<file path="src/rtl/dft_pkg.sv">
`timescale 1ns/1ps
package dft_pkg;
   localparam int WORD_W     = 32;
   localparam int HALF_W     = 16;
   localparam int LAT_W      = 4;
   localparam int PREC_W     = 3;
   localparam int PREC_LSB   = 20;
   localparam int PREC_MAX   = 7;
   localparam int BASE_XS    = 6;
   localparam int BASE_SHIFT = 4;
   localparam int XCLK_EXTRA = 5;
   localparam int SH_W       = 6;

   typedef enum logic [2:0] {
      ST_IDLE, ST_REDUCE, ST_LAUNCH, ST_WAIT, ST_FINAL
   } seq_st_t;

   typedef enum logic [1:0] {
      PH_T, PH_OFF, PH_ON, PH_XCLK
   } div_ph_t;

   // shift by a two's complement amount: negative values shift right
   function automatic logic [63:0] shl_tc(input logic [63:0] v, input logic [SH_W-1:0] a);
      logic [SH_W-1:0] mag;
      mag = -a;
      if (a[SH_W-1]) return v >> mag;
      else           return v << a;
   endfunction
endpackage

</file>
<file path="src/rtl/dft_sdiv.sv">
`timescale 1ns/1ps
module dft_sdiv #(
   parameter int NUM_W = 48,
   parameter int DEN_W = 32
) (
   input  logic             clk,
   input  logic             rst_n,
   input  logic             go,
   input  logic [NUM_W-1:0] num,
   input  logic [DEN_W-1:0] den,
   output logic [NUM_W-1:0] quo,
   output logic             fin
);
   localparam int CNT_W = $clog2(NUM_W + 1);

   logic [DEN_W-1:0] rem_r, den_r;
   logic [NUM_W-1:0] q_r;
   logic [CNT_W-1:0] cnt_r;
   logic             run_r;
   logic [DEN_W:0]   trial, diff;
   logic             take;

   always_comb begin
      trial = {rem_r, q_r[NUM_W-1]};
      diff  = trial - {1'b0, den_r};
      take  = (trial >= {1'b0, den_r});
   end

   always_ff @(posedge clk or negedge rst_n) begin
      if (!rst_n) begin
         rem_r <= '0;
         den_r <= '0;
         q_r   <= '0;
         cnt_r <= '0;
         run_r <= 1'b0;
         fin   <= 1'b0;
      end else begin
         fin <= 1'b0;
         if (go && !run_r) begin
            q_r   <= num;
            den_r <= den;
            rem_r <= '0;
            cnt_r <= CNT_W'(NUM_W);
            run_r <= 1'b1;
         end else if (run_r) begin
            rem_r <= take ? diff[DEN_W-1:0] : trial[DEN_W-1:0];
            q_r   <= {q_r[NUM_W-2:0], take};
            cnt_r <= cnt_r - CNT_W'(1);
            if (cnt_r == CNT_W'(1)) begin
               run_r <= 1'b0;
               fin   <= 1'b1;
            end
         end
      end
   end

   assign quo = q_r;
endmodule

</file>
<file path="src/rtl/dft_prec_pick.sv">
`timescale 1ns/1ps
module dft_prec_pick import dft_pkg::*; #(
   parameter int NUM_W = 48
) (
   input  logic [NUM_W-1:0]  drain,
   output logic [PREC_W-1:0] prec
);
   int blen;
   int p;

   always_comb begin
      blen = 0;
      for (int i = 0; i < NUM_W; i++) begin
         if (drain[i]) blen = i + 1;
      end
      p = blen - 5;
      if (p < 0)             prec = '0;
      else if (p > PREC_MAX) prec = PREC_W'(PREC_MAX);
      else                   prec = PREC_W'(p);
   end
endmodule

</file>
<file path="src/rtl/dft_on_shape.sv">
`timescale 1ns/1ps
module dft_on_shape import dft_pkg::*; #(
   parameter int W     = 32,
   parameter int DLY_W = 5
) (
   input  logic [W-1:0]      on_q,
   input  logic [W-1:0]      off,
   input  logic [PREC_W-1:0] prec,
   input  logic [DLY_W-1:0]  ras,
   input  logic [DLY_W-1:0]  pf,
   output logic [W-1:0]      on_fin
);
   logic [SH_W-1:0] xs;
   logic [W-1:0]    r, pfs, on1, on2, on3, mask, offd, fall;

   always_comb begin
      xs   = SH_W'(BASE_XS) - SH_W'(prec);
      r    = W'(shl_tc(64'(ras), xs)) + W'(1);
      pfs  = W'(shl_tc(64'(pf), xs));
      on1  = (on_q < r) ? r : on_q;
      on2  = on1 + (r << 1) + pfs;
      if (prec >= PREC_W'(BASE_XS)) mask = '0;
      else                          mask = (W'(1) << (PREC_W'(BASE_XS) - prec)) - W'(1);
      on3  = (on2 + mask) & ~mask;
      offd = off & ~mask;
      fall = (off - (on_q - W'(1))) & ~mask;
      on_fin = (on3 >= offd) ? fall : on3;
   end
endmodule

</file>
<file path="src/rtl/dft_calc.sv">
`timescale 1ns/1ps
module dft_calc import dft_pkg::*; #(
   parameter int FB_W   = 8,
   parameter int PD_W   = 4,
   parameter int XR_W   = 2,
   parameter int CODE_W = 2,
   parameter int BPP_W  = 6,
   parameter int FIFO_W = 6,
   parameter int DLY_W  = 5,
   parameter int NUM_W  = 48,
   parameter int DEN_W  = 32
) (
   input  logic              clk,
   input  logic              rst_n,
   input  logic              start,
   input  logic [FB_W-1:0]   mem_fb_div,
   input  logic [FB_W-1:0]   pix_fb_div,
   input  logic [PD_W-1:0]   pix_post_real,
   input  logic [XR_W-1:0]   mem_ref_div,
   input  logic [CODE_W-1:0] mem_post_code,
   input  logic [BPP_W-1:0]  pix_bpp,
   input  logic [FIFO_W-1:0] fifo_depth,
   input  logic [DLY_W-1:0]  ras_delay,
   input  logic [DLY_W-1:0]  page_delay,
   input  logic [LAT_W-1:0]  loop_latency,
   output logic              done,
   output logic [WORD_W-1:0] word_a,
   output logic [WORD_W-1:0] word_b
);
   localparam int MUL_W  = FB_W + PD_W;
   localparam int SDEN_W = FB_W + XR_W + BPP_W;

   initial begin
      assert (NUM_W <= 64 && NUM_W > DEN_W) else $error("NUM_W must exceed DEN_W and stay within 64");
      assert (DEN_W >= SDEN_W && DEN_W >= WORD_W) else $error("DEN_W too narrow for the scaled divider");
      assert (CODE_W <= 2) else $error("post-divider code wider than the base shift allows");
   end

   seq_st_t            st;
   div_ph_t            ph;
   logic [MUL_W-1:0]   m_r;
   logic [DEN_W-1:0]   d_r;
   logic [SH_W-1:0]    s0_r;
   logic [FIFO_W-1:0]  fifo_r;
   logic [DLY_W-1:0]   ras_r, pf_r;
   logic [LAT_W-1:0]   lat_r;
   logic [PREC_W-1:0]  prec_r;
   logic [DEN_W-1:0]   off_r, onq_r, xclk_r;

   logic [BPP_W-1:0]   bpp_fac;
   logic [SDEN_W-1:0]  den_calc;
   logic [SH_W-1:0]    s0_calc, xs, sh2;
   logic [NUM_W-1:0]   dv_num, dv_quo;
   logic               dv_go, dv_fin, seq_wait;
   logic [PREC_W-1:0]  prec_new;
   logic [DEN_W-1:0]   on_fin;

   always_comb begin
      bpp_fac  = (pix_bpp >= BPP_W'(8)) ? (pix_bpp >> 2) : BPP_W'(1);
      den_calc = SDEN_W'(pix_fb_div) * SDEN_W'(mem_ref_div) * SDEN_W'(bpp_fac);
      s0_calc  = SH_W'(BASE_SHIFT) - SH_W'(mem_post_code) - SH_W'(pix_bpp == '0);
      xs       = SH_W'(BASE_XS) - SH_W'(prec_r);
      sh2      = s0_r + xs;
   end

   always_comb begin
      case (ph)
         PH_T:    dv_num = NUM_W'(shl_tc(64'(m_r) * 64'(fifo_r), s0_r));
         PH_OFF:  dv_num = NUM_W'(shl_tc(64'(m_r) * 64'(fifo_r - FIFO_W'(1)), sh2));
         PH_ON:   dv_num = NUM_W'(shl_tc(64'(m_r), sh2) + 64'(d_r));
         default: dv_num = NUM_W'(shl_tc(64'(m_r), sh2 + SH_W'(XCLK_EXTRA)) + 64'(d_r));
      endcase
   end

   assign dv_go    = (st == ST_LAUNCH);
   assign seq_wait = (st == ST_WAIT);

   dft_sdiv #(.NUM_W(NUM_W), .DEN_W(DEN_W)) u_div (
      .clk(clk), .rst_n(rst_n), .go(dv_go), .num(dv_num), .den(d_r),
      .quo(dv_quo), .fin(dv_fin)
   );

   dft_prec_pick #(.NUM_W(NUM_W)) u_prec (
      .drain(dv_quo), .prec(prec_new)
   );

   dft_on_shape #(.W(DEN_W), .DLY_W(DLY_W)) u_shape (
      .on_q(onq_r), .off(off_r), .prec(prec_r), .ras(ras_r), .pf(pf_r),
      .on_fin(on_fin)
   );

   always_ff @(posedge clk or negedge rst_n) begin
      if (!rst_n) begin
         st     <= ST_IDLE;
         ph     <= PH_T;
         m_r    <= '0;
         d_r    <= '0;
         s0_r   <= '0;
         fifo_r <= '0;
         ras_r  <= '0;
         pf_r   <= '0;
         lat_r  <= '0;
         prec_r <= '0;
         off_r  <= '0;
         onq_r  <= '0;
         xclk_r <= '0;
         done   <= 1'b0;
         word_a <= '0;
         word_b <= '0;
      end else begin
         done <= 1'b0;
         case (st)
            ST_IDLE: begin
               if (start) begin
                  m_r    <= MUL_W'(mem_fb_div) * MUL_W'(pix_post_real);
                  d_r    <= DEN_W'(den_calc);
                  s0_r   <= s0_calc;
                  fifo_r <= fifo_depth;
                  ras_r  <= ras_delay;
                  pf_r   <= page_delay;
                  lat_r  <= loop_latency;
                  st     <= ST_REDUCE;
               end
            end
            ST_REDUCE: begin
               if (!m_r[0] && !d_r[0] && (m_r != '0)) begin
                  m_r <= m_r >> 1;
                  d_r <= d_r >> 1;
               end else begin
                  ph <= PH_T;
                  st <= ST_LAUNCH;
               end
            end
            ST_LAUNCH: st <= ST_WAIT;
            ST_WAIT: begin
               if (dv_fin) begin
                  st <= ST_LAUNCH;
                  case (ph)
                     PH_T: begin
                        prec_r <= prec_new;
                        ph     <= PH_OFF;
                     end
                     PH_OFF: begin
                        off_r <= DEN_W'(dv_quo) - (DEN_W'(1) << s0_r);
                        ph    <= PH_ON;
                     end
                     PH_ON: begin
                        onq_r <= DEN_W'(dv_quo);
                        ph    <= PH_XCLK;
                     end
                     default: begin
                        xclk_r <= DEN_W'(dv_quo);
                        st     <= ST_FINAL;
                     end
                  endcase
               end
            end
            ST_FINAL: begin
               word_a <= {on_fin[HALF_W-1:0], off_r[HALF_W-1:0]};
               word_b <= {{(WORD_W-PREC_LSB-PREC_W){1'b0}}, prec_r, lat_r, xclk_r[HALF_W-1:0]};
               done   <= 1'b1;
               st     <= ST_IDLE;
            end
            default: st <= ST_IDLE;
         endcase
      end
   end
endmodule

</file>
<file path="config.mk">
export PLATFORM = sky130hd
export DESIGN_NAME = dft_calc
export DESIGN_NICKNAME = d
export VERILOG_FILES = /design/src/rtl/dft_pkg.sv /design/src/rtl/dft_sdiv.sv /design/src/rtl/dft_prec_pick.sv /design/src/rtl/dft_on_shape.sv /design/src/rtl/dft_calc.sv
export SDC_FILE = /design/constraint.sdc
export NUM_CORES = 2
export LEC_CHECK = 0
export ABC_AREA = 0
export BUFFER_PORTS_ARGS = -buffer_cell sky130_fd_sc_hd__buf_2
export CAP_MARGIN = 15
export CORE_MARGIN = 2
export CORE_UTILIZATION = 24
export DETAILED_ROUTE_END_ITERATION = 7
export PLACE_DENSITY = 0.44
export SLEW_MARGIN = 20
export SYNTH_ARGS = -nofsm -noshare
export SYNTH_HDL_FRONTEND = slang
export SYNTH_SLANG_ARGS = --single-unit
</file>
<file path="constraint.sdc">
create_clock -name clk -period 31.9 [get_ports clk]
set_clock_uncertainty 0.05 [all_clocks]
set_input_delay 3.19 -clock clk [delete_from_list [all_inputs] [get_ports clk]]
set_output_delay 3.19 -clock clk [all_outputs]
set_load 0.02 [all_outputs]
</file>
======== Yosys cells after proc, flatten, opt, wreduce, memory -nomap -nowiden ========
Index checks and enable logic that the tools add are counted.
storage, ports and cells
  output and inout port bits .............. 65
  register bits after elaboration ......... 334
  logic and storage cells ................. 203
operators by class
  magnitude comparators ................... 7
  add/sub/neg operators ................... 24
  mux-type cells .......................... 92
  bitwise operators ....................... 5
  equal/unequal tests ..................... 12
  shift-type cells ........................ 14
  multipliers ............................. 5
  reduce and logical (&&, ||, !) cells .... 22
operators by type and width
  cell                                                                   number
  48-bit two-way mux                                                     8
  32-bit two-way mux                                                     9
  48-bit case mux with 3 select lines                                    1
  6-bit two-way mux                                                      19
  32-bit adder                                                           3
  48-bit by 32-bit adder with 48-bit output                              2
  12-bit by 6-bit left shift with 48-bit output                          2
  12-bit by 6-bit >> shifter with 48-bit output                          2
  5-bit two-way mux                                                      16
  32-bit bitwise AND                                                     2
  32-bit case mux with 2 select lines                                    1
  5-bit by 6-bit left shift with 32-bit output                           2
  64-bit by 6-bit left shift with 48-bit output                          1
  5-bit by 6-bit >> shifter with 32-bit output                           2
  64-bit by 6-bit >> shifter with 48-bit output                          1
  32-bit subtractor                                                      2
  18-bit by 6-bit left shift with 48-bit output                          1
  18-bit by 6-bit >> shifter with 48-bit output                          1
  4-bit two-way mux                                                      9
  33-bit by 32-bit greater-or-equal comparator with 1-bit output         1
  32-bit by 1-bit adder with 32-bit output, second input constant        1
  32-bit greater-or-equal comparator                                     1
  32-bit by 4-bit > comparator with 1-bit output, second input constant  1
  32-bit by 1-bit < comparator with 1-bit output, second input constant  1
  other kinds (55)                                                       92

======== Logic depth before layout (Yosys ltp) ========
  depth after elaboration ................. 52
  mapped depth ............................ 51

======== By module ========
A second synthesis with hierarchy kept.
second synthesis, totals
  cells, all modules ...................... 5396
  area, all modules ....................... 42782.3 µm²
modules (own cells, without submodules)
  module         area an instance (µm²)  instances  cells an instance
  dft_calc       26746.9                 1          3375
  dft_on_shape   8446.9                  1          1141
  dft_sdiv       6872.8                  1          760
  dft_prec_pick  715.7                   1          120

======== Worst setup path after synthesis ========
OpenSTA, ideal clock, no wires.
  path type ............................... reg2reg
  start ................................... reg prec_r[0]
  end ..................................... reg word_a[22]
  data arrival time ....................... 10.800 ns
  cell stages (with the launch flop) ...... 49
  library setup time ...................... 0.124 ns
  slack ................................... 20.926 ns
  period minus slack after synthesis ...... 10.974 ns
  path through ............................ dfrtp_1 > ha_1 > xor2_1 > clkbuf_1 > clkbuf_1 > ha_1 > nand4b_1 > nand2b_1 > o22ai_1 > nand2_1 > inv_1 > a41oi_1 > ha_1 > a21o_1 > a211oi_1 > o21a_1 > a31oi_1 > a221oi_1 > [13 not listed] > o21bai_1 > a2111oi_0 > o2111ai_1 > a31o_2 > o21ai_0 > nor2_1 > xor2_1 > nor2_1 > ha_1 > a21o_1 > a21o_1 > a21o_1 > a211oi_1 > o21bai_1 > a221oi_1 > clkbuf_1 > nor3_1 > o31a_1
between the ends
  word-level cells in the longest chain between the ends .. 13
  elaborated cells between the ends (all ways) .. 25
  those cells by class .................... add/sub: 8; order compare: 3; shift: 5; mux: 5; bitwise: 4
ends and longest elaborated chain
  item                                          RTL line            RTL
  from (decl)                                   dft_calc.sv:47      logic [PREC_W-1:0] prec_r;
  from (signal assigned)                        dft_calc.sv:140     prec_r <= prec_new;
  3-bit by 3-bit subtractor with 4-bit output   dft_on_shape.sv:17  xs = SH_W'(BASE_XS) - SH_W'(prec);
  6-bit negator                                 dft_pkg.sv:25       mag = -a;
  5-bit by 6-bit >> shifter with 32-bit output  dft_pkg.sv:26       if (a[SH_W-1]) return v >> mag;
  32-bit two-way mux                            dft_pkg.sv:26
  32-bit by 1-bit adder with 32-bit output      dft_on_shape.sv:18  r = W'(shl_tc(64'(ras), xs)) + W'(1);
  32-bit < comparator                           dft_on_shape.sv:20  on1 = (on_q < r) ? r : on_q;
  32-bit two-way mux                            dft_on_shape.sv:20
  32-bit adder (2 in a row)                     dft_on_shape.sv:21  on2 = on1 + (r << 1) + pfs;
  32-bit adder                                  dft_on_shape.sv:24  on3 = (on2 + mask) & ~mask;
  32-bit bitwise AND                            dft_on_shape.sv:24
  32-bit greater-or-equal comparator            dft_on_shape.sv:27  on_fin = (on3 >= offd) ? fall : on3;
  16-bit two-way mux (*)                        dft_on_shape.sv:27
  to (signal assigned)                          dft_calc.sv:159     word_a <= {on_fin[HALF_W-1:0], off_r[HALF_W-1:0]};
  to (decl)                                     dft_calc.sv:27      output logic [WORD_W-1:0] word_a,
Every way passes the cells marked *; elsewhere a longest branch is shown, timed or not.
A chain may end at the register's enable or synchronous reset.

======== Worst setup path after layout ========
  start ................................... reg prec_r[0]
  end ..................................... reg word_a[21]
The elaborated chain is that of the path after synthesis.

==> impl_metrics.py <==
metrics = {
    "drt": {
        "drc": 0,
        "via_per_inst": 5.20,
        "drtAntennaViolNets": 0,
        "firstDrtPassIters": 7,
        "wl_per_cell_um": 21.2,
        "via_count": 37523,
        "wirelength_um": 153000,
        "drtIter0Drc": 3409,
    },
    "finish": {
        "final_cell_mix": "nand2_1, nor2_1, inv_1",
        "drive_above_1_share_pct": 9.43,
        "nets": 5564,
        "area_growth_pct": 10.9,
        "final_common_cell": "nand2_1",
        "n_antenna_cell": 0,
        "final_area_um2": 43600,
        "final_util_pct": 26.8,
    },
    "synthesis": {
        "synth-edff-count": 0,
        "syn_inst": 5021,
        "async_flop_share_pct": 100,
        "ys_seq_area_share_pct": 18.9,
        "ys_types": 100,
        "synth_area_um2": 39300,
        "ys_warn_count": 0,
        "synth_flop_cell": "dfrtp_1",
        "syn_area_per_cell_um2": 7.84,
        "yosys_register_bits": 297,
    },
    "floorplanning": {
        "die_y_um": 409,
        "core_area_um2": 163000,
        "floorplan.die_area_um2": 167000,
        "initial_core_util_pct": 24.2,
        "rows": 148,
        "die_w_um": 409,
        "pin_count": 118,
    },
    "grt": {
        "grt_max_degree": 105,
        "grt_pass1_wl_um": 232000,
        "grt-ovfl-total": 0,
        "grt_pass1_vias": 36700,
        "antenna_found_initial": 3,
        "track_usage_pct": 17.8,
    },
    "clock_network": {
        "clkLatencyLatePin_ps": 630,
        "cts.clk_slew.worst_paths_ps": 60,
        "cts_buffers": 39,
        "cts-root-buf": "clkbuf_16",
        "htreeDepth": 2,
        "postCtsSetupBuffers": 0,
        "cts_resized": 0,
        "clk_path_buf_depth": 3,
        "cts_sinks": 297,
        "cts_tree": "built",
        "ctsHoldBuffers": 0,
    },
    "critical_path": {
        "cp_max_fo": 38,
        "endpoint_kind": "register",
        "cp_slowest_cell": "dfrtp_1",
        "startpoint_type": "register",
        "arrival_ps": 13740,
        "critPathRequiredTime_ps": 32360,
        "max_stage_delay_ps": 980,
        "worstSetupPathType": "register to register",
    },
    "timing": {
        "relSlewSlack_pct": 24.6,
        "finalHoldViolCount": 0,
        "layout_min_cycle_time_ps": 13280,
        "holdWs_ps": 411,
        "period_share_pct": 41.6,
        "fin_setup_tns_ps": 0,
        "grt_setup_unrepaired": "no",
        "setup_slack_ps": 18620,
        "clock.fmax_mhz": 75.3,
        "tightest_slew_ps": 1120,
        "setup_viol": 0,
        "report.final.slew_viol_count": 0,
    },
    "flow_run": {
        "max-cap-violations": 0,
    },
    "power_and_ir_drop": {
        "vdd_ir_drop_max_v": 0.0000289,
        "pwr_density_cell_nw_per_um2": 43.4,
        "p_leak_nw": 19.6,
    },
    "placed_design": {
        "place_ws_ps": 18690,
        "gp_congestion": 0.959,
        "dpl_cell_area_um2": 42400,
        "dpl.hpwl_um": 119000,
        "portBuffers": 108,
    },
    "worst_hold_path": {
        "hp-class": "register to register",
    },
    "outcome": {
        "status": "complete, no violations",
    },
}
logic make-up (layout without fill, tap and decap cells):
logic type               after synthesis  after routing  share of synthesized area, %
buffers and inverters                676            628                          6.67
other                                  2             65                        0.0191
multiplexers                         219            219                          7.14
adder cells (fa/ha/maj)              503            503                          19.6
AO/OA/AOI/OAI                       1340           1340                          22.4
XOR/XNOR                             176            176                          4.02
flip-flops                           297            297                          18.9
AND/OR/NAND/NOR                     1808           1808                          21.3
through the flow:
stage	total power, mW	std cells
after floorplan	1.15	5084
after global placement	1.43	7142
after detailed placement	1.43	7142
after CTS	1.91	7211
after global routing	2.03	7211
final	1.89	7211
area by class of cell:
type,count,area [um2]
clock buffers,52,1080
inverters,369,1390
fillers,17860,119000
multi-input cells,4111,29600
clock inverters,17,190
flip-flops and latches,297,7440
well taps,2175,2720
repair buffers,190,1180
worst paths after layout:
path                                 from       endpoint  slack [ps]  depth (start not counted)
worst min register to register   lat_r[2]     word_b[18]         410                          2
min in group asynchronous           rst_n      word_a[0]        2560                          1
worst max register to register  prec_r[0]     word_a[21]       18620                         44
worst max-delay path            prec_r[0]     word_a[21]       18620                         44
worst min-delay path             lat_r[2]     word_b[18]         410                          2
max in group asynchronous           rst_n  u_div.quo[36]       27230                          3
registers in the layout (all words and copies together), names as in the netlist, 5 cells and up:
signal / count
fifo_r: 6
d_r: 14
word_b: 23
u_div.rem_r: 32
off_r: 32
ras_r: 5
u_div.cnt_r: 6
onq_r: 32
word_a: 32
xclk_r: 16
pf_r: 5
s0_r: 5
m_r: 12
u_div.den_r: 14
u_div.quo: 48
routing by layer:
layer,routed length [um],GRT usage [%],part of all wire (%)
met4,6420,6.58,4.2
met5,12,0,0.0079
met2,69700,29.0,46
met1,69000,24.3,45
met3,7580,1.69,5.0
synth_stat cells, types with 17 or more instances:
cell         n  share of area (%)
nor4_1      34               0.54
a211oi_1    73                1.4
nand2b_1    36               0.57
o21ai_0    321                4.1
a221oi_1    30               0.67
and2_1      96                1.5
mux2i_1     87                2.2
o31a_1      17               0.38
or3_1       43               0.68
inv_1      362                3.5
o21a_1      34               0.65
nand2_1    704                6.7
or2_2       34               0.54
nor2_1     382                3.6
mux4_2      40                2.3
a21o_1      80                1.5
buf_1       36               0.34
nand3_1    129                1.6
fa_1       187                9.5
o31ai_1     56                1.1
o2111ai_1   21               0.47
nor2b_1     73                1.2
xnor2_1    101                2.2
a31oi_1     68                1.1
xor2_1      71                1.6
o211ai_1    53                1.0
nand4_1     32               0.51
nor3_1     136                1.7
and3_1      41               0.65
clkbuf_1   244                2.3
mux2_2      91                2.6
a21oi_1    293                3.7
o21bai_1    24               0.46
dfrtp_1    297                 19
o22ai_1     57               0.91
ha_1       316                 10
a211o_1     22               0.49
report_power, final:
part           switching, mW  internal (mW)
clock                  0.198          0.258
sequential            0.0295          0.402
combinational          0.630          0.377
total                  0.858           1.04
worst max-delay path: cells and delay by family (launching register included):
kind	cells	cell delay [ps]
flip-flops	1	980
AND/OR/NAND/NOR	6	720
AO/OA/AOI/OAI	21	5660
adder cells (fa/ha/maj)	7	3000
XOR/XNOR	1	140
multiplexers	3	1190
buffers and inverters	6	1420
No activity file was read; power rests on OpenSTA's default activity.
